==> src/rtl/dacfe_pkg.sv <==
package dacfe_pkg;

  localparam int CMD_W = 4;

  typedef enum logic [CMD_W-1:0] {
    OP_NOP      = 4'b0000,
    OP_LOAD_A   = 4'b0001,
    OP_LOAD_B   = 4'b0010,
    OP_XFER     = 4'b1000,
    OP_LDUPD_A  = 4'b1001,
    OP_LDUPD_B  = 4'b1010,
    OP_WAKE     = 4'b1101,
    OP_SLEEP    = 4'b1110,
    OP_LDUPD_AB = 4'b1111
  } op_e;

  typedef struct packed {
    logic stage_a;   // write code into input stage A
    logic stage_b;   // write code into input stage B
    logic refresh;   // copy input stages to DAC stages
    logic wake;
    logic sleep;
  } act_t;

  function automatic act_t decode_op(input logic [CMD_W-1:0] code);
    act_t a;
    a = '0;
    case (code)
      OP_LOAD_A:   a.stage_a = 1'b1;
      OP_LOAD_B:   a.stage_b = 1'b1;
      OP_XFER:     begin a.refresh = 1'b1; a.wake = 1'b1; end
      OP_LDUPD_A:  begin a.stage_a = 1'b1; a.refresh = 1'b1; a.wake = 1'b1; end
      OP_LDUPD_B:  begin a.stage_b = 1'b1; a.refresh = 1'b1; a.wake = 1'b1; end
      OP_WAKE:     a.wake = 1'b1;
      OP_SLEEP:    a.sleep = 1'b1;
      OP_LDUPD_AB: begin
        a.stage_a = 1'b1; a.stage_b = 1'b1; a.refresh = 1'b1; a.wake = 1'b1;
      end
      default:     a = '0;  // no-op and reserved codes
    endcase
    return a;
  endfunction

endpackage

==> src/rtl/dacfe_sync.sv <==
module dacfe_sync #(
  parameter int          WIDTH   = 1,
  parameter int          STAGES  = 2,
  parameter logic [WIDTH-1:0] RST_VAL = '0
) (
  input  logic             clk,
  input  logic             rst,
  input  logic [WIDTH-1:0] din,
  output logic [WIDTH-1:0] dout
);

  logic [WIDTH-1:0] chain [STAGES];

  always_ff @(posedge clk) begin
    if (rst) chain[0] <= RST_VAL;
    else     chain[0] <= din;
  end

  generate
    for (genvar s = 1; s < STAGES; s++) begin : g_stage
      always_ff @(posedge clk) begin
        if (rst) chain[s] <= RST_VAL;
        else     chain[s] <= chain[s-1];
      end
    end
  endgenerate

  assign dout = chain[STAGES-1];

endmodule

==> src/rtl/dacfe_rx.sv <==
module dacfe_rx #(
  parameter int CMD_W  = 4,
  parameter int DATA_W = 10,
  parameter int PAD_W  = 2
) (
  input  logic              clk,
  input  logic              rst,
  input  logic              sck_s,
  input  logic              cs_n_s,
  input  logic              mosi_s,
  output logic              frame_ok,
  output logic [CMD_W-1:0]  frame_cmd,
  output logic [DATA_W-1:0] frame_data
);

  localparam int FRAME_BITS = CMD_W + DATA_W + PAD_W;
  localparam int CNT_MAX    = FRAME_BITS + 1;
  localparam int CNT_W      = $clog2(CNT_MAX + 1);
  localparam int DATA_LSB   = PAD_W;
  localparam int CMD_LSB    = PAD_W + DATA_W;

  logic                  sck_q, cs_q;
  logic                  sck_rise, cs_fall, cs_rise;
  logic [FRAME_BITS-1:0] shreg;
  logic [CNT_W-1:0]      bits;

  always_ff @(posedge clk) begin
    if (rst) begin
      sck_q <= 1'b0;
      cs_q  <= 1'b1;
    end else begin
      sck_q <= sck_s;
      cs_q  <= cs_n_s;
    end
  end

  assign sck_rise = sck_s & ~sck_q;
  assign cs_fall  = ~cs_n_s & cs_q;
  assign cs_rise  = cs_n_s & ~cs_q;

  // shift register and saturating bit counter
  always_ff @(posedge clk) begin
    if (rst) begin
      shreg <= '0;
      bits  <= '0;
    end else if (cs_fall) begin
      shreg <= '0;
      bits  <= '0;
    end else if (!cs_n_s && sck_rise) begin
      shreg <= {shreg[FRAME_BITS-2:0], mosi_s};
      if (bits != CNT_W'(CNT_MAX)) bits <= bits + 1'b1;
    end
  end

  // frame commit on chip-select release
  always_ff @(posedge clk) begin
    if (rst) begin
      frame_ok   <= 1'b0;
      frame_cmd  <= '0;
      frame_data <= '0;
    end else begin
      frame_ok <= cs_rise && (bits == CNT_W'(FRAME_BITS));
      if (cs_rise) begin
        frame_cmd  <= shreg[CMD_LSB +: CMD_W];
        frame_data <= shreg[DATA_LSB +: DATA_W];
      end
    end
  end

endmodule

==> src/rtl/dacfe_decode.sv <==
module dacfe_decode
  import dacfe_pkg::*;
#(
  parameter int DATA_W = 10
) (
  input  logic              clk,
  input  logic              rst,
  input  logic              frame_ok,
  input  logic [CMD_W-1:0]  frame_cmd,
  input  logic [DATA_W-1:0] frame_data,
  output logic [DATA_W-1:0] dac_a,
  output logic [DATA_W-1:0] dac_b,
  output logic              out_en
);

  act_t              act;
  logic [DATA_W-1:0] in_a, in_b;
  logic [DATA_W-1:0] in_a_nx, in_b_nx;

  always_comb begin
    act     = frame_ok ? decode_op(frame_cmd) : '0;
    in_a_nx = act.stage_a ? frame_data : in_a;
    in_b_nx = act.stage_b ? frame_data : in_b;
  end

  always_ff @(posedge clk) begin
    if (rst) begin
      in_a   <= '0;
      in_b   <= '0;
      dac_a  <= '0;
      dac_b  <= '0;
      out_en <= 1'b1;
    end else begin
      in_a <= in_a_nx;
      in_b <= in_b_nx;
      if (act.refresh) begin
        dac_a <= in_a_nx;
        dac_b <= in_b_nx;
      end
      if (act.wake)       out_en <= 1'b1;
      else if (act.sleep) out_en <= 1'b0;
    end
  end

endmodule

==> src/rtl/dual_dac_front.sv <==
module dual_dac_front
  import dacfe_pkg::*;
#(
  parameter int DATA_W    = 10,
  parameter int PAD_W     = 2,
  parameter int SYNC_STGS = 2
) (
  input  logic              clk,
  input  logic              rst,
  input  logic              sck,
  input  logic              cs_n,
  input  logic              mosi,
  output logic [DATA_W-1:0] dac_a,
  output logic [DATA_W-1:0] dac_b,
  output logic              out_en
);

  logic [2:0]        pins_s;
  logic              frame_ok;
  logic [CMD_W-1:0]  frame_cmd;
  logic [DATA_W-1:0] frame_data;

  // bit 2: cs_n (idles high), bit 1: sck, bit 0: mosi
  dacfe_sync #(
    .WIDTH  (3),
    .STAGES (SYNC_STGS),
    .RST_VAL(3'b100)
  ) u_sync (
    .clk (clk),
    .rst (rst),
    .din ({cs_n, sck, mosi}),
    .dout(pins_s)
  );

  dacfe_rx #(
    .CMD_W (CMD_W),
    .DATA_W(DATA_W),
    .PAD_W (PAD_W)
  ) u_rx (
    .clk       (clk),
    .rst       (rst),
    .sck_s     (pins_s[1]),
    .cs_n_s    (pins_s[2]),
    .mosi_s    (pins_s[0]),
    .frame_ok  (frame_ok),
    .frame_cmd (frame_cmd),
    .frame_data(frame_data)
  );

  dacfe_decode #(
    .DATA_W(DATA_W)
  ) u_dec (
    .clk       (clk),
    .rst       (rst),
    .frame_ok  (frame_ok),
    .frame_cmd (frame_cmd),
    .frame_data(frame_data),
    .dac_a     (dac_a),
    .dac_b     (dac_b),
    .out_en    (out_en)
  );

endmodule

==> config.mk <==
export PLATFORM = sky130hd
export DESIGN_NAME = dual_dac_front
export DESIGN_NICKNAME = d
export VERILOG_FILES = /design/src/rtl/dacfe_pkg.sv /design/src/rtl/dacfe_sync.sv /design/src/rtl/dacfe_rx.sv /design/src/rtl/dacfe_decode.sv /design/src/rtl/dual_dac_front.sv
export SDC_FILE = /design/constraint.sdc
export NUM_CORES = 1
export LEC_CHECK = 0
export BUFFER_PORTS_ARGS = -buffer_cell sky130_fd_sc_hd__buf_2
export CAP_MARGIN = 15
export CORE_ASPECT_RATIO = 0.8
export CORE_MARGIN = 2
export CORE_UTILIZATION = 53
export DETAILED_ROUTE_END_ITERATION = 16
export PLACE_DENSITY = 0.72
export SETUP_SLACK_MARGIN = 0.15
export SLEW_MARGIN = 10
export SYNTH_ARGS = -nofsm -noshare
export SYNTH_HDL_FRONTEND = slang
export SYNTH_HIERARCHICAL = 1
export SYNTH_SLANG_ARGS = --single-unit
==> constraint.sdc <==
create_clock -name clk -period 1.55 [get_ports clk]
set_clock_uncertainty 0.2 [all_clocks]
set_input_delay 0.155 -clock clk [delete_from_list [all_inputs] [get_ports clk]]
set_output_delay 0.155 -clock clk [all_outputs]
set_load 0.1 [all_outputs]
# Word level (Yosys, flattened, before mapping)
# Memory sizes are Yosys's and may differ from the RTL's.
# Cells that the tools add are included.
# word_totals
regBits	79
ramBits	6
inputBits	5
output_inout_bits	21
wordCells	55
n_memories	1
# mem_list
memory	words	width	rd	rd_ports_with_merged_regs	wr	line	source
u_sync.chain	2	3	2	0	2	dacfe_sync.sv:12	logic [WIDTH-1:0] chain [STAGES];
# op_classes
addsub	1
eq_ne	10
muxes	13
bitwise_logic	8
reduce_logical	10
# ops
operator	n
4-bit equality test, second input constant	6
10-bit two-way mux	2
1-bit two-way mux	8
3-bit two-way mux	2
3-bit OR reduction	2
5-bit by 1-bit adder with 5-bit output, second input constant	1
5-bit equality test, second input constant	1
5-bit two-way mux	1
5-bit inequality test, second input constant	1
5-bit OR reduction	1
4-bit by 1-bit equality test with 1-bit output, second input constant	1
4-bit by 2-bit equality test with 1-bit output, second input constant	1
2-bit OR reduction	2
4-bit OR reduction	1
1-bit AND	3
1-bit NOT	3
1-bit logical AND	2
1-bit bitwise OR	2
2-bit AND reduction	1
1-bit logical NOT	1

# Longest topological paths before layout
# logic_depth
depth_word	5
ltp_mapped	6
mapped_depth_nobuf	5

# Cells and area by module
# The synthesis kept the hierarchy.
# modules_own_cells
module	n_inst	cells_each	area_per_inst_um2	seq_area_each_um2
dacfe_decode	1	197	1929.4	820.8
dacfe_rx	1	173	1411.4	760.7
dacfe_sync	1	12	157.7	120.1

# Least setup slack after synthesis
# Ideal clock, no wire load.
# synth_path
kind	reg2reg
from	reg u_dec/out_en (netlist name)
to	reg u_dec.out_en
setup_time_ns	0.123
arrival_time_ns	1.379
required_time_ns	1.227
setup_slack_ns	-0.152
path_stages_with_launch	5
n_path_buf	0
period_less_slack_ns	1.702
cell_sequence	dfxtp_1 nand2b_1 o22ai_1 a21oi_1 or2_2
# synth_rtl
element	line	source
end signal: assignment	dacfe_decode.sv:32	out_en <= 1'b1;
end signal: assignment	dacfe_decode.sv:40	if (act.wake) out_en <= 1'b1;
end signal: assignment	dacfe_decode.sv:41	else if (act.sleep) out_en <= 1'b0;
end: declaration	dacfe_decode.sv:13	output logic out_en

# Worst setup path after layout
# layout_path
from	reg u_rx.frame_cmd[0]
to	reg u_dec.dac_b[5]
# layout_via
elab_chain_len	5
elab_cells_between_ends	11
classes_between	eq/ne: 5; mux: 4; reduce/logical: 2
# layout_lines
element	line	source
start: declaration	dacfe_rx.sv:12	output logic [CMD_W-1:0] frame_cmd,
start signal: assignment	dacfe_rx.sv:64	frame_cmd <= shreg[CMD_LSB +: CMD_W];
4-bit by 2-bit equality test with 1-bit output / 4-bit equality test (equally long branches)	dacfe_pkg.sv:28	case (code)
3-bit OR reduction (no line)	n/a	
1-bit two-way mux	dacfe_pkg.sv:28	
5-bit two-way mux (*)	dacfe_decode.sv:21	act = frame_ok ? decode_op(frame_cmd) : '0;
10-bit two-way mux	dacfe_decode.sv:23	in_b_nx = act.stage_b ? frame_data : in_b;
end signal: assignment	dacfe_decode.sv:38	dac_b <= in_b_nx;
end: declaration	dacfe_decode.sv:12	output logic [DATA_W-1:0] dac_b,
# Every way passes the cells marked *; elsewhere a longest branch is shown, timed or not.
# A chain may end at the register's enable or synchronous reset.

==> metrics.md <==
| Metric | Value |
|---|---|
| Largest stage delay on the critical path | `0.39 ns` |
| Row cnt | `26` |
| Peak supply drop | `roughly 0.54 mV` |
| Arr. time, crit path | `1.84 ns` |
| Setup WS pre-CTS | `-0.241 ns` |
| Dpl cells | `497` |
| Layout cell share with drive strength beyond 1 | `0.487` |
| # DRC | `0` |
| Register area share after synthesis | `0.486` |
| Netlist Area Pre-Place | `3500 um^2` |
| Final ANT Viol Nets | `0` |
| Commonest non-fill, non-tap cell in the layout | `nand2_1` |
| Final min period | `1.78 ns` |
| Nets | `about 450` |
| Switching power | `866 uW` |
| Mean area per synthesized cell | `just over 9 um^2` |
| Die height | `76.7 um` |
| Total of max-cap violations | `0` |
| Final period util | `1.15` |
| I/O Buffers | `25` |
| GRT Util Overall | `0.247` |
| Clock Sinks | `85` |
| Final setup fails | `44` |
| Power share of the clock group | `0.454` |
| CP max stage cell | `dfxtp_4` |
| Largest family of logic cells by synthesized area | `compound AO/OA/AOI/OAI gates` |
| Largest net degree at the start of global routing | `37` |
| Clk_lat worst skew | `0.36 ns` |
| CP Capture Type | `flip-flop` |
| Wire length per cell | `about 19 um` |
| Kind of critical path | `flip-flop to flip-flop` |
| Simple-Gate Fraction of Synth Area | `0.199` |
| Syn_nets | `390` |
| Initial antenna violation count | `0` |
| Vias per std cell | `just under 6` |
| Max Buffers Root-to-Sink | `2` |
| CTS tree | `yes` |
| Post-synth EDFFs | `0` |
| R2R setup slack | `-0.23 ns` |
| Die Area | `just over 7000 um^2` |
| Overall power | `between 4000 and 5000 uW` |
| First-pass GRT wire length | `14000 um` |
| # fillers | `403` |
| Switching share of power | `0.205` |
| Max Slew Vio Count | `0` |
| Vias | `a little over 3000` |
| Leakage | `0.00174 uW` |
| R2r worst-path depth | `7` |
| Synth Register Bits | `85` |
| Top FF cell, synth | `dfxtp_1` |
| Worst slew pin tran | `0.384 ns` |
| Worst hold path stage count | `1` |
| RR Endpoint | `u_dec/dac_b[5]$_SDFFE_PP0P_` |
| Post-DP HPWL | `5050 um` |
| Fin cells | `532` |
| Core ar. | `6380 um^2` |
| Flop pwr share | `0.519` |
| CP required | `1.61 ns` |
| Outcome | `finished, violations left` |
| H-tree depth | `3` |
| Total gr overflow | `0` |
| Worst-path cell chain | `buf_6 -> a21o_1 -> a21oi_4 -> buf_12 -> clkbuf_16 -> nor2_1 -> a211oi_2` |
| Overall die width | `about 95 um` |
| # diodes | `0` |
| CP Launch Type | `flip-flop` |
| Vias in the first global route | `approximately 2800` |
| GP Congestion | `0.918` |
| Synth unique cells | `40` |
| Final hold vios | `0` |
| Combinational fraction of design power | `0.027` |
| Most frequent cells in the layout | `nand2_1 (57), dfxtp_1 (54), nor2_1 (44)` |
| CP max FO | `8` |
| Total power per unit cell area | `856 nW/um^2` |
| Reg clk slew, reported paths | `0.09 ns` |
| Synth async-reset ratio | `0` |
| Xor/xnor cell area share of the yosys netlist | `0` |
| Root Buffer | `clkbuf_8` |
| Internal | `about 3300 uW` |
| Worst min path class | `flip-flop to flip-flop` |
| RR Startpoint | `u_rx/frame_cmd[0]$_SDFFE_PP0P_` |
| Min-Delay Endpoint | `u_sync/chain[1][1]$_SDFF_PP0_` |
| Number of buffers created by CTS | `9` |
| Failing checks | `negative setup slack` |
| Synth Area in Adders | `0.0107` |
| Initial core utilization | `0.549` |
| Drt first pass iters | `5` |
| Synth Warn # | `6` |
| # IOs | `26` |
| Initial drt markers | `260` |
| Mux share of post-synthesis cell area | `0` |
| Layout area overhead | `40.8%` |
| Syn Inst Count | `382` |
| Final core occ | `0.773` |
| HP Start | `u_sync/chain[0][1]$_SDFF_PP0_` |
| RSZ-0062 raised after global routing | `yes` |
| Synth Area in Compound Gates | `0.256` |
| Slew headroom | `0.743` |
| Final setup margin | `-0.227 ns` |
| DRT Wirelength | `9880 um` |
| FMAX | `563 MHz` |
-- final cells by class --
type                       count  area, um^2  area share
sequential                    85        1750       0.356
inverter                       5        18.8     0.00381
clock inverter                 5         108      0.0218
multi-input combinational    265        2010       0.408
tap                           84         105      0.0213
timing repair buffer          77         792       0.161
clock buffer                  11         141      0.0287
-- critical path: cells and delay by family (launching register included) --
family / cells / cell delay [ns]
AO/OA/AOI/OAI: 3 / 0.61
buffers and inverters: 3 / 0.42
flip-flops: 1 / 0.39
AND/OR/NAND/NOR: 1 / 0.05
-- kinds of logic after synthesis --
family	Yosys count
simple gates	154
compound gates	108
flops	85
buf+inv	32
fa+ha+maj	3
-- state kept, by name, indices dropped and copies added (netlist names) --
signal           count
u_rx/frame_ok        1
u_rx/frame_cmd       4
u_dec/in_a          10
u_dec/dac_b         10
u_sync/chain         6
u_rx/bits            5
u_rx/cs_q            1
u_rx/frame_data     10
u_dec/in_b          10
u_rx/shreg          16
u_rx/sck_q           1
u_dec/dac_a         10
u_dec/out_en         1
-- stage by stage --
step | area [um^2] | hold slack [ns] | setup TNS [ns]
2_1_floorplan | 3540 | 0.0266 | -0.0617
3_3_place_gp | 3930 | 0.137 | -4.84
3_5_place_dp | 3930 | 0.143 | -7.24
4_1_cts | 4540 | 0.247 | -1.77
5_1_grt | 4930 | 0.263 | -5.63
6_report | 4930 | 0.244 | -3.94
-- Yosys cell counts (2+ instances only) --
library cell / number / area (um^2)
nor2_1: 50 / 188
o21a_1: 2 / 15.0
inv_1: 5 / 18.8
a211oi_2: 30 / 375
buf_6: 5 / 56.3
clkbuf_1: 15 / 56.3
nor2b_1: 6 / 37.5
or2_1: 2 / 12.5
dfxtp_1: 85 / 1700
a21oi_1: 35 / 175
o21ai_0: 3 / 15.0
ha_1: 3 / 37.5
a22o_1: 19 / 166
nand3_1: 4 / 20.0
a211oi_1: 10 / 75.1
nand2b_1: 3 / 18.8
buf_2: 6 / 30.0
a21o_1: 3 / 22.5
nand2_1: 74 / 278
or2_2: 2 / 12.5
-- repair_timing --
item / in CTS / in global routing
pin swaps: 38 / 25
setup endpoints to repair: 82 / 66
gates resized for setup: 81 / 66
buffers inserted: 4 / 4
hold buffers: 4 / 0
cloned: 3 / 4
endpoints found under the hold margin: 6 / 0
-- power by group through the flow --
| stage | Combinational [uW] | Clock [uW] | Sequential [uW] |
|---|---|---|---|
| after floorplan | 46.9 | 0 | 2240 |
| after global placement | 86.2 | 0 | 2240 |
| after detailed placement | 86.7 | 0 | 2240 |
| after CTS | 102 | 1940 | 2190 |
| after global routing | 123 | 2040 | 2190 |
| final | 115 | 1910 | 2190 |
-- worst max-delay path by stage --
stage,from,to,slack [ns],depth (start not counted)
after detailed placement,u_rx/frame_cmd[2]$_SDFFE_PP0P_,u_dec/dac_a[3]$_SDFFE_PP0P_,-0.24,6
after floorplan,u_sync/chain[1][2]$_SDFF_PP1_,u_rx/bits[2]$_SDFFE_PP0P_,-0.06,4
final,u_rx/frame_cmd[0]$_SDFFE_PP0P_,u_dec/dac_b[5]$_SDFFE_PP0P_,-0.23,7
after global placement,u_rx/frame_cmd[2]$_SDFFE_PP0P_,u_dec/dac_a[8]$_SDFFE_PP0P_,-0.17,6
after global routing,u_rx/frame_cmd[0]$_SDFFE_PP0P_,u_dec/dac_b[5]$_SDFFE_PP0P_,-0.25,7
after CTS,u_rx/frame_ok$_SDFF_PP0_,u_dec/dac_b[8]$_SDFFE_PP0P_,-0.11,5
-- layer usage --
metal / global-route usage / wire, um / up-vias
li1: - / - / 1448
met5: 0 / 0 / -
met3: 0.0648 / 656 / 10
met1: 0.348 / 4480 / 1500
met4: 0.0783 / 104 / 0
met2: 0.370 / 4650 / 137
Note: power is estimated with default switching activity, not from simulation.
